### src/rtl/rtc_pkg.sv
package rtc_pkg;

    localparam int ADDR_W  = 7;
    localparam int DATA_W  = 32;
    localparam int TC_W    = 16;
    localparam int TRIM_W  = 5;
    localparam int CAL_W   = TC_W + TRIM_W;
    localparam int FRAME_W = 4;

    localparam logic [ADDR_W-1:0] OFF_SET_WR = 7'h00;
    localparam logic [ADDR_W-1:0] OFF_SET_RD = 7'h04;
    localparam logic [ADDR_W-1:0] OFF_CAL    = 7'h08;
    localparam logic [ADDR_W-1:0] OFF_TIME   = 7'h10;
    localparam logic [ADDR_W-1:0] OFF_STS    = 7'h20;
    localparam logic [ADDR_W-1:0] OFF_CTRL   = 7'h40;

    localparam int BATT_BIT = 31;

    typedef struct packed {
        logic [TRIM_W-1:0] trim;
        logic [TC_W-1:0]   tc;
    } cal_t;

    localparam cal_t CAL_RESET = cal_t'(21'h198233);

    function automatic cal_t cal_from_word(input logic [DATA_W-1:0] w);
        return cal_t'(w[CAL_W-1:0]);
    endfunction

    function automatic logic [DATA_W-1:0] cal_to_word(input cal_t c);
        return {{(DATA_W-CAL_W){1'b0}}, c};
    endfunction

endpackage

### src/rtl/rtc_osc_sync.sv
module rtc_osc_sync #(
    parameter int STAGES = 2
) (
    input  logic clk,
    input  logic rst,
    input  logic osc_i,
    output logic edge_o
);
    localparam int SH_W = STAGES + 1;

    logic [SH_W-1:0] sh_q;

    always_ff @(posedge clk) begin
        if (rst) sh_q <= '0;
        else     sh_q <= {sh_q[SH_W-2:0], osc_i};
    end

    assign edge_o = sh_q[STAGES-1] & ~sh_q[STAGES];
endmodule

### src/rtl/rtc_tick_gen.sv
module rtc_tick_gen
    import rtc_pkg::*;
#(
    parameter int CNT_W = TC_W + 1
) (
    input  logic             clk,
    input  logic             rst,
    input  logic             osc_edge,
    input  logic             restart,
    input  cal_t             cal,
    output logic             tick,
    output logic [CNT_W-1:0] div_cnt
);
    logic [FRAME_W-1:0] frame_q;
    logic               stretch;
    logic [CNT_W-1:0]   limit;

    assign stretch = (32'(frame_q) < 32'(cal.trim));
    assign limit   = CNT_W'(cal.tc) + CNT_W'(stretch);
    assign tick    = osc_edge & ~restart & (div_cnt >= limit);

    always_ff @(posedge clk) begin
        if (rst) begin
            div_cnt <= '0;
            frame_q <= '0;
        end else if (restart) begin
            div_cnt <= '0;
            frame_q <= '0;
        end else if (tick) begin
            div_cnt <= '0;
            frame_q <= frame_q + 1'b1;
        end else if (osc_edge) begin
            div_cnt <= div_cnt + 1'b1;
        end
    end
endmodule

### src/rtl/rtc_time_core.sv
module rtc_time_core
    import rtc_pkg::*;
(
    input  logic              clk,
    input  logic              rst,
    input  logic              tick,
    input  logic              set_we,
    input  logic [DATA_W-1:0] set_val,
    input  logic              clr_flag,
    output logic [DATA_W-1:0] cur_time,
    output logic [DATA_W-1:0] stage_q,
    output logic              pend_q,
    output logic              flag_q
);
    always_ff @(posedge clk) begin
        if (rst) begin
            cur_time <= '0;
            stage_q  <= '0;
            pend_q   <= 1'b0;
            flag_q   <= 1'b0;
        end else begin
            if (tick) cur_time <= pend_q ? stage_q : cur_time + 1'b1;

            if (set_we)    pend_q <= 1'b1;
            else if (tick) pend_q <= 1'b0;

            if (set_we) stage_q <= set_val;

            if (tick)          flag_q <= 1'b1;
            else if (clr_flag) flag_q <= 1'b0;
        end
    end
endmodule

### src/rtl/rtc_seconds_top.sv
module rtc_seconds_top
    import rtc_pkg::*;
#(
    parameter int SYNC_STAGES = 2
) (
    input  logic              clk,
    input  logic              rst,
    input  logic              osc_clk_i,
    input  logic              bus_sel_i,
    input  logic              bus_we_i,
    input  logic [ADDR_W-1:0] bus_addr_i,
    input  logic [DATA_W-1:0] bus_wdata_i,
    output logic [DATA_W-1:0] bus_rdata_o,
    output logic              sec_irq_o,
    output logic              batt_sw_en_o
);
    localparam int CNT_W = TC_W + 1;

    logic              wr_en, set_we, cal_we, ctrl_we, sts_w1c;
    logic              osc_edge, tick;
    logic [CNT_W-1:0]  div_cnt;
    cal_t              cal_q;
    logic              batt_q;
    logic [DATA_W-1:0] cur_time, stage_q;
    logic              pend_q, flag_q;

    assign wr_en   = bus_sel_i & bus_we_i;
    assign set_we  = wr_en & (bus_addr_i == OFF_SET_WR);
    assign cal_we  = wr_en & (bus_addr_i == OFF_CAL);
    assign ctrl_we = wr_en & (bus_addr_i == OFF_CTRL);
    assign sts_w1c = wr_en & (bus_addr_i == OFF_STS) & bus_wdata_i[0];

    always_ff @(posedge clk) begin
        if (rst) begin
            cal_q  <= CAL_RESET;
            batt_q <= 1'b0;
        end else begin
            if (cal_we)  cal_q  <= cal_from_word(bus_wdata_i);
            if (ctrl_we) batt_q <= bus_wdata_i[BATT_BIT];
        end
    end

    rtc_osc_sync #(.STAGES(SYNC_STAGES)) u_sync (
        .clk    (clk),
        .rst    (rst),
        .osc_i  (osc_clk_i),
        .edge_o (osc_edge)
    );

    rtc_tick_gen #(.CNT_W(CNT_W)) u_div (
        .clk      (clk),
        .rst      (rst),
        .osc_edge (osc_edge),
        .restart  (cal_we),
        .cal      (cal_q),
        .tick     (tick),
        .div_cnt  (div_cnt)
    );

    rtc_time_core u_time (
        .clk      (clk),
        .rst      (rst),
        .tick     (tick),
        .set_we   (set_we),
        .set_val  (bus_wdata_i),
        .clr_flag (sts_w1c),
        .cur_time (cur_time),
        .stage_q  (stage_q),
        .pend_q   (pend_q),
        .flag_q   (flag_q)
    );

    always_comb begin
        case (bus_addr_i)
            OFF_SET_RD: bus_rdata_o = stage_q;
            OFF_CAL:    bus_rdata_o = cal_to_word(cal_q);
            OFF_TIME:   bus_rdata_o = cur_time;
            OFF_STS:    bus_rdata_o = {{(DATA_W-1){1'b0}}, flag_q};
            OFF_CTRL:   bus_rdata_o = {batt_q, {(DATA_W-1){1'b0}}};
            default:    bus_rdata_o = '0;
        endcase
    end

    assign sec_irq_o    = flag_q;
    assign batt_sw_en_o = batt_q;
endmodule

### config.mk
export PLATFORM = sky130hd
export DESIGN_NAME = rtc_seconds_top
export DESIGN_NICKNAME = d
export VERILOG_FILES = /design/src/rtl/rtc_pkg.sv /design/src/rtl/rtc_osc_sync.sv /design/src/rtl/rtc_tick_gen.sv /design/src/rtl/rtc_time_core.sv /design/src/rtl/rtc_seconds_top.sv
export SDC_FILE = /design/constraint.sdc
export NUM_CORES = 1
export LEC_CHECK = 0
export BUFFER_PORTS_ARGS = -buffer_cell sky130_fd_sc_hd__buf_2
export CAP_MARGIN = 15
export CORE_ASPECT_RATIO = 1.25
export CORE_MARGIN = 1
export CORE_UTILIZATION = 33
export DETAILED_ROUTE_END_ITERATION = 10
export GPL_ROUTABILITY_DRIVEN = 0
export SLEW_MARGIN = 25
export SYNTH_ARGS = -nofsm -noshare
export SYNTH_HDL_FRONTEND = slang
export SYNTH_HIERARCHICAL = 1
export SYNTH_SLANG_ARGS = --single-unit
### constraint.sdc
create_clock -name clk -period 6.2 [get_ports clk]
set_clock_uncertainty 0.15 [all_clocks]
set_input_delay 0.62 -clock clk [delete_from_list [all_inputs] [get_ports clk]]
set_output_delay 0.62 -clock clk [all_outputs]
set_load 0.005 [all_outputs]
### After elaboration in Yosys (flattened, before gate mapping)

Cells that the tools add are included.

| storage, ports and cells | value |
|---|---|
| memories kept | 0 |
| word-level logic and storage cells | 43 |
| memory bits (writable) | 0 |
| latch bits | 0 |
| register bits after elaboration | 112 |
| output and inout port bits | 34 |
| ROM bits | 0 |

| operators by class | value |
|---|---|
| muxes and demuxes | 6 |
| bitwise operators | 11 |
| magnitude comparators | 2 |
| shift operators | 0 |
| div/mod/pow operators | 0 |
| reduce and logical (&&, ||, !) cells | 5 |
| equal/unequal tests | 5 |
| multiply operators | 0 |
| add/subtract/negate cells | 4 |

Operators with widths:

| kind | count |
|---|---|
| $pmux W32 S5 | 1 |
| $add A32 B1 Y32 const B | 1 |
| $mux W32 | 1 |
| $add A16 B1 Y17 | 1 |
| $add A17 B1 Y17 const B | 1 |
| $ge A17 B17 Y1 | 1 |
| $and A1 B1 Y1 | 9 |
| $eq A7 B3 Y1 const B | 1 |
| $eq A7 B4 Y1 const B | 1 |
| $eq A7 B5 Y1 const B | 1 |
| $eq A7 B6 Y1 const B | 1 |
| $eq A7 B7 Y1 const B | 1 |
| $logic_not A7 Y1 | 1 |
| $lt A4 B5 Y1 | 1 |
| $add A4 B1 Y4 const B | 1 |
| $mux W1 | 4 |
| $reduce_bool A2 Y1 | 2 |
| $reduce_or A3 Y1 | 1 |
| $not A1 Y1 | 2 |
| $reduce_or A2 Y1 | 1 |

### Longest topological paths before layout

| depth | value |
|---|---|
| depth after elaboration | 7 |
| depth in mapped cells | 22 |
| depth with buffers taken out | 22 |

### Modules after synthesis

Netlist, hierarchy kept.

Modules (own cells, without submodules):

| module | area each (µm²) | seq. area each (µm²) | cells an instance | times used |
|---|---|---|---|---|
| rtc_time_core | 3199.3 | 1321.3 | 374 | 1 |
| rtc_seconds_top | 1654.1 | 440.4 | 181 | 1 |
| rtc_tick_gen | 1632.8 | 420.4 | 195 | 1 |
| rtc_osc_sync | 87.6 | 60.1 | 7 | 1 |

### Worst setup path after synthesis

No wires, ideal clock.

| timing path | value |
|---|---|
| path type | register -> register |
| start point | register cal_q[17] (netlist bit) |
| end point | register u_time.cur_time[12] |
| buffers on the path | 2 |
| slack | 1.920 ns |
| cell stages (with the launch flop) | 23 |
| arrival | 4.003 ns |
| cells stage by stage | dfxtp_1 inv_1 ha_1 a21o_1 a21o_1 a21oi_1 or2_2 ha_1 ha_1 inv_1 nor2_1 nand2_1 xor2_1 ha_1 nand4_1 a2111oi_2 o31ai_2 a31oi_4 clkbuf_1 clkbuf_1 o21ai_0 a22oi_1 nor2_1 |

| on the way | value |
|---|---|
| word-level cells in the longest chain between the ends | 4 |

RTL lines:

| element | line | source |
|---|---|---|
| start, declared | rtc_seconds_top.sv:22 | `cal_t cal_q;` |
| start signal, assigned | rtc_seconds_top.sv:38 | `if (cal_we) cal_q <= cal_from_word(bus_wdata_i);` |
| $lt A4 B5 Y1 | rtc_tick_gen.sv:18 | `assign stretch = (32'(frame_q) < 32'(cal.trim));` |
| $add A16 B1 Y17 | rtc_tick_gen.sv:19 | `assign limit = CNT_W'(cal.tc) + CNT_W'(stretch);` |
| $ge A17 B17 Y1 | rtc_tick_gen.sv:20 | `assign tick = osc_edge & ~restart & (div_cnt >= limit);` |
| $and A1 B1 Y1 | rtc_tick_gen.sv:20 |  |
| named net tick | rtc_seconds_top.sv:20 | `logic osc_edge, tick;` |
| end signal, assigned | rtc_time_core.sv:22 | `if (tick) cur_time <= pend_q ? stage_q : cur_time + 1'b1;` |
| end, declared | rtc_time_core.sv:10 | `output logic [DATA_W-1:0] cur_time,` |

The timed path passes the listed nets, and every way through them passes these cells.
A chain may end at the register's enable or synchronous reset.

### Final worst setup path

| timing path | value |
|---|---|
| start point | register cal_q[17] (netlist bit) |
| end point | register u_div.div_cnt[9] |

| on the way | value |
|---|---|
| word-level cells in the longest chain between the ends | 5 |

RTL lines:

| element | line | source |
|---|---|---|
| $lt A4 B5 Y1 | rtc_tick_gen.sv:18 |  |
| $add A16 B1 Y17 | rtc_tick_gen.sv:19 |  |
| $ge A17 B17 Y1 | rtc_tick_gen.sv:20 |  |
| $and A1 B1 Y1 | rtc_tick_gen.sv:20 |  |
| named net tick | rtc_seconds_top.sv:20 |  |
| $reduce_or A3 Y1 (no line) | -- |  |
| end signal, assigned | rtc_tick_gen.sv:33 | `div_cnt <= div_cnt + 1'b1;` |
| end, declared | rtc_tick_gen.sv:12 | `output logic [CNT_W-1:0] div_cnt` |

The timed path passes the listed nets, and every way through them passes these cells.

==> metrics.cfg <==
[sta]
hold_ws_ns=0.2885
fmax_mhz=201.5
setup_violations=0
period_share_pct=80.03
setup_tns_ns=0
relSlewSlack_pct=36.55
worst_pin_slew_ns=0.9507
period_minus_slack_ns=4.962
hold_viol_final=0
rsz0062_at_grt=no
final_max_slew_viol_count=0
worst_slack_ns=1.238

[global_routing]
grt_first_pass_wirelength_um=27910
grt_overflow=0
grt_pass1_vias=5328
grt.total_usage_pct=17.19
antenna_found_initial=0
grt_max_degree=76

[floorplanning]
die_w_um=128.2
die_h_um=159.8
start_util_pct=33.76
io_pins=78
die_area_sq_um=20490
core_sq_um=19470
rows=57

[critical_path]
rr_worst_depth=20
worstSetupStartpoint=cal_q[17]$_SDFFE_PP0P_
crit_path_end_kind=flip-flop
worst-setup-path-type=flip-flop to flip-flop
critical_path.max_fanout=56
crit_path_end=u_div/div_cnt[9]$_SDFFE_PP0P_
r2r_slack_ns=1.24
cp-start-kind=flip-flop
timing.rr.start=cal_q[17]$_SDFFE_PP0P_
required_ns=6.28
cp.arrival_ns=5.04
r2r-end=u_div/div_cnt[9]$_SDFFE_PP0P_

[clocking]
cts_buffer_depth=2
worstSkewPairLatency_ns=0.36
postCtsSetupBuffers=0
cts_made_buffers=9
h-tree-depth=3
clkTransAtPathRegs_ns=0.08
post_cts_resized=0
ctsHoldBuffers=0
clock_sinks=112
cts_root_buf=clkbuf_16
cts_tree=yes

[cells_and_area]
fin_nets=876
fill_cells=2002
antenna_cells=0
multi_input_area_sq_um=3968
regArea_sq_um=2242
drive_above_1_share_pct=15.78
area_growth_pct=12.28
fin_util_pct=37.91

[detailed_routing]
route.detailed.drc=0
wirelength_um=17260
vias_per_cell=5.349
routedWlPerCell_um=16.04
drtIter0Drc=284
first_pass_iters=5
ant_nets=0
vias=5755

[synthesis]
syn_nets=827
syn-instance-count=757
async_reset_ff_share_pct=0
synth_edf_count=0
synth-main-ff-cell=dfxtp_1
yosysSeqAreaShare_pct=34.11
avgSynthCellArea_sq_um=8.684
yosys_warnings=6
synth_seq_cells=112
netlist_area_sq_um=6574
yosysUniqueCellTypes=67

[power_and_ir_drop]
power.density_nw_per_um2=188.8
cellLeakagePower_nw=2.873
ir_worst_vdd_uv=146.7

[placed_design]
port_buffers=77
pre_cts_slack_ns=1.254
dpl.hpwl_um=12480

[worst_hold_path]
hp-class=flip-flop to flip-flop

[status]
status=completed

[run]
cap_violations=0

==> power by group <==
part           internal [mW]  total, mW  switching [mW]
Clock                  0.328      0.611           0.283
Combinational         0.0224     0.0586          0.0362
Sequential             0.721      0.724         0.00254
Total                   1.07       1.39           0.322
==> metal layers <==
layer  GRT usage, %  up-vias  routed length, um
li1               -     2866                  -
met1          22.44     2717               7981
met2          28.43      144               8200
met3          2.915       28                731
met4          5.722        0                350
met5              0        -                  0
==> state kept, by name (all words and copies together), names as in the netlist <==
signal,flops
u_sync/sh_q,3
batt_sw_en_o,1
u_time/pend_q,1
u_time/flag_q,1
u_time/cur_time,32
cal_q,21
u_div/frame_q,4
u_div/div_cnt,17
u_time/stage_q,32
==> logic make-up after synthesis <==
| logic type | share of synthesized area, % |
|---|---|
| compound gates | 16.60 |
| xor+xnor | 4.130 |
| fa+ha+maj | 4.949 |
| buf+inv | 5.558 |
| flops | 34.11 |
| mux | 9.288 |
| simple gates | 25.37 |
==> critical path: stages, from the launching register on <==
cell,delay (ns)
dfxtp_1,0.34
inv_1,0.05
ha_1,0.28
a21o_1,0.16
a21o_1,0.17
a21oi_1,0.13
or2_2,0.12
ha_1,0.21
ha_1,0.19
inv_1,0.04
nor2_1,0.32
nand2_1,0.12
xor2_1,0.16
ha_1,0.30
nand4_1,0.14
a2111oi_2,0.35
o31ai_2,0.12
a31oi_4,0.19
buf_4,0.48
nand2b_1,0.64
nor2_1,0.11
==> placed cells by master, fill, tap and decap left out, types with 7 or more instances in the layout <==
master | Yosys | layout
mux2i_1 | 61 | 61
clkbuf_16 | 0 | 9
xor2_1 | 23 | 23
xnor2_1 | 8 | 8
a221o_1 | 21 | 21
buf_4 | 2 | 11
a22o_1 | 12 | 12
and3_1 | 33 | 32
nor3_1 | 7 | 7
ha_1 | 26 | 26
a22oi_1 | 9 | 9
nand4_1 | 23 | 23
inv_1 | 14 | 14
o21ai_0 | 20 | 20
nand3_1 | 28 | 28
nand2_1 | 45 | 45
nor2_1 | 101 | 101
dfxtp_1 | 112 | 112
buf_2 | 6 | 76
a211oi_1 | 15 | 15
a21oi_1 | 36 | 36
nand2b_1 | 30 | 30
==> per-stage QoR <==
stage / instances / instance area [sq um] / total power, mW
CTS: 1076 / 7381 / 1.406
global route: 1076 / 7381 / 1.438
finish: 1076 / 7381 / 1.394
global placement: 1059 / 7057 / 0.7996
floorplan: 757 / 6574 / 0.7711
detailed placement: 1060 / 7077 / 0.7997
==> area by class of cell <==
cell class / instances / share of cell area, %
clock buffer: 11 / 3.289
inverter: 14 / 0.7120
tap: 265 / 4.492
sequential: 112 / 30.38
multi-input combinational: 581 / 53.75
clock inverter: 5 / 0.8306
timing repair buffer: 88 / 6.543
==> worst min-delay path by stage <==
stage / endpoint / cells past startpoint / start
global placement: u_sync/sh_q[1]$_SDFF_PP0_ / 1 / u_sync/sh_q[0]$_SDFF_PP0_
CTS: u_sync/sh_q[1]$_SDFF_PP0_ / 1 / u_sync/sh_q[0]$_SDFF_PP0_
global route: u_sync/sh_q[1]$_SDFF_PP0_ / 1 / u_sync/sh_q[0]$_SDFF_PP0_
detailed placement: u_sync/sh_q[1]$_SDFF_PP0_ / 1 / u_sync/sh_q[0]$_SDFF_PP0_
floorplan: u_sync/sh_q[1]$_SDFF_PP0_ / 1 / u_sync/sh_q[0]$_SDFF_PP0_
finish: u_sync/sh_q[1]$_SDFF_PP0_ / 1 / u_sync/sh_q[0]$_SDFF_PP0_
==> cells in the mapped netlist (8+ instances only) <==
cell type	number	area share [%]
o21ai_0	20	1.5
nand2_1	45	2.6
mux2i_1	61	9.3
a22o_1	12	1.6
ha_1	26	4.9
nor2_1	101	5.8
nand4_1	23	2.2
nand2b_1	30	2.9
a221o_1	21	3.2
nand3_1	28	2.1
a21oi_1	36	2.7
clkbuf_1	25	1.4
buf_1	8	0.46
a22oi_1	9	1.0
dfxtp_1	112	34
a211oi_1	15	1.7
and3_1	33	3.1
inv_1	14	0.80
xor2_1	23	3.1
xnor2_1	8	1.1
Power figures use the tool's default switching activity.
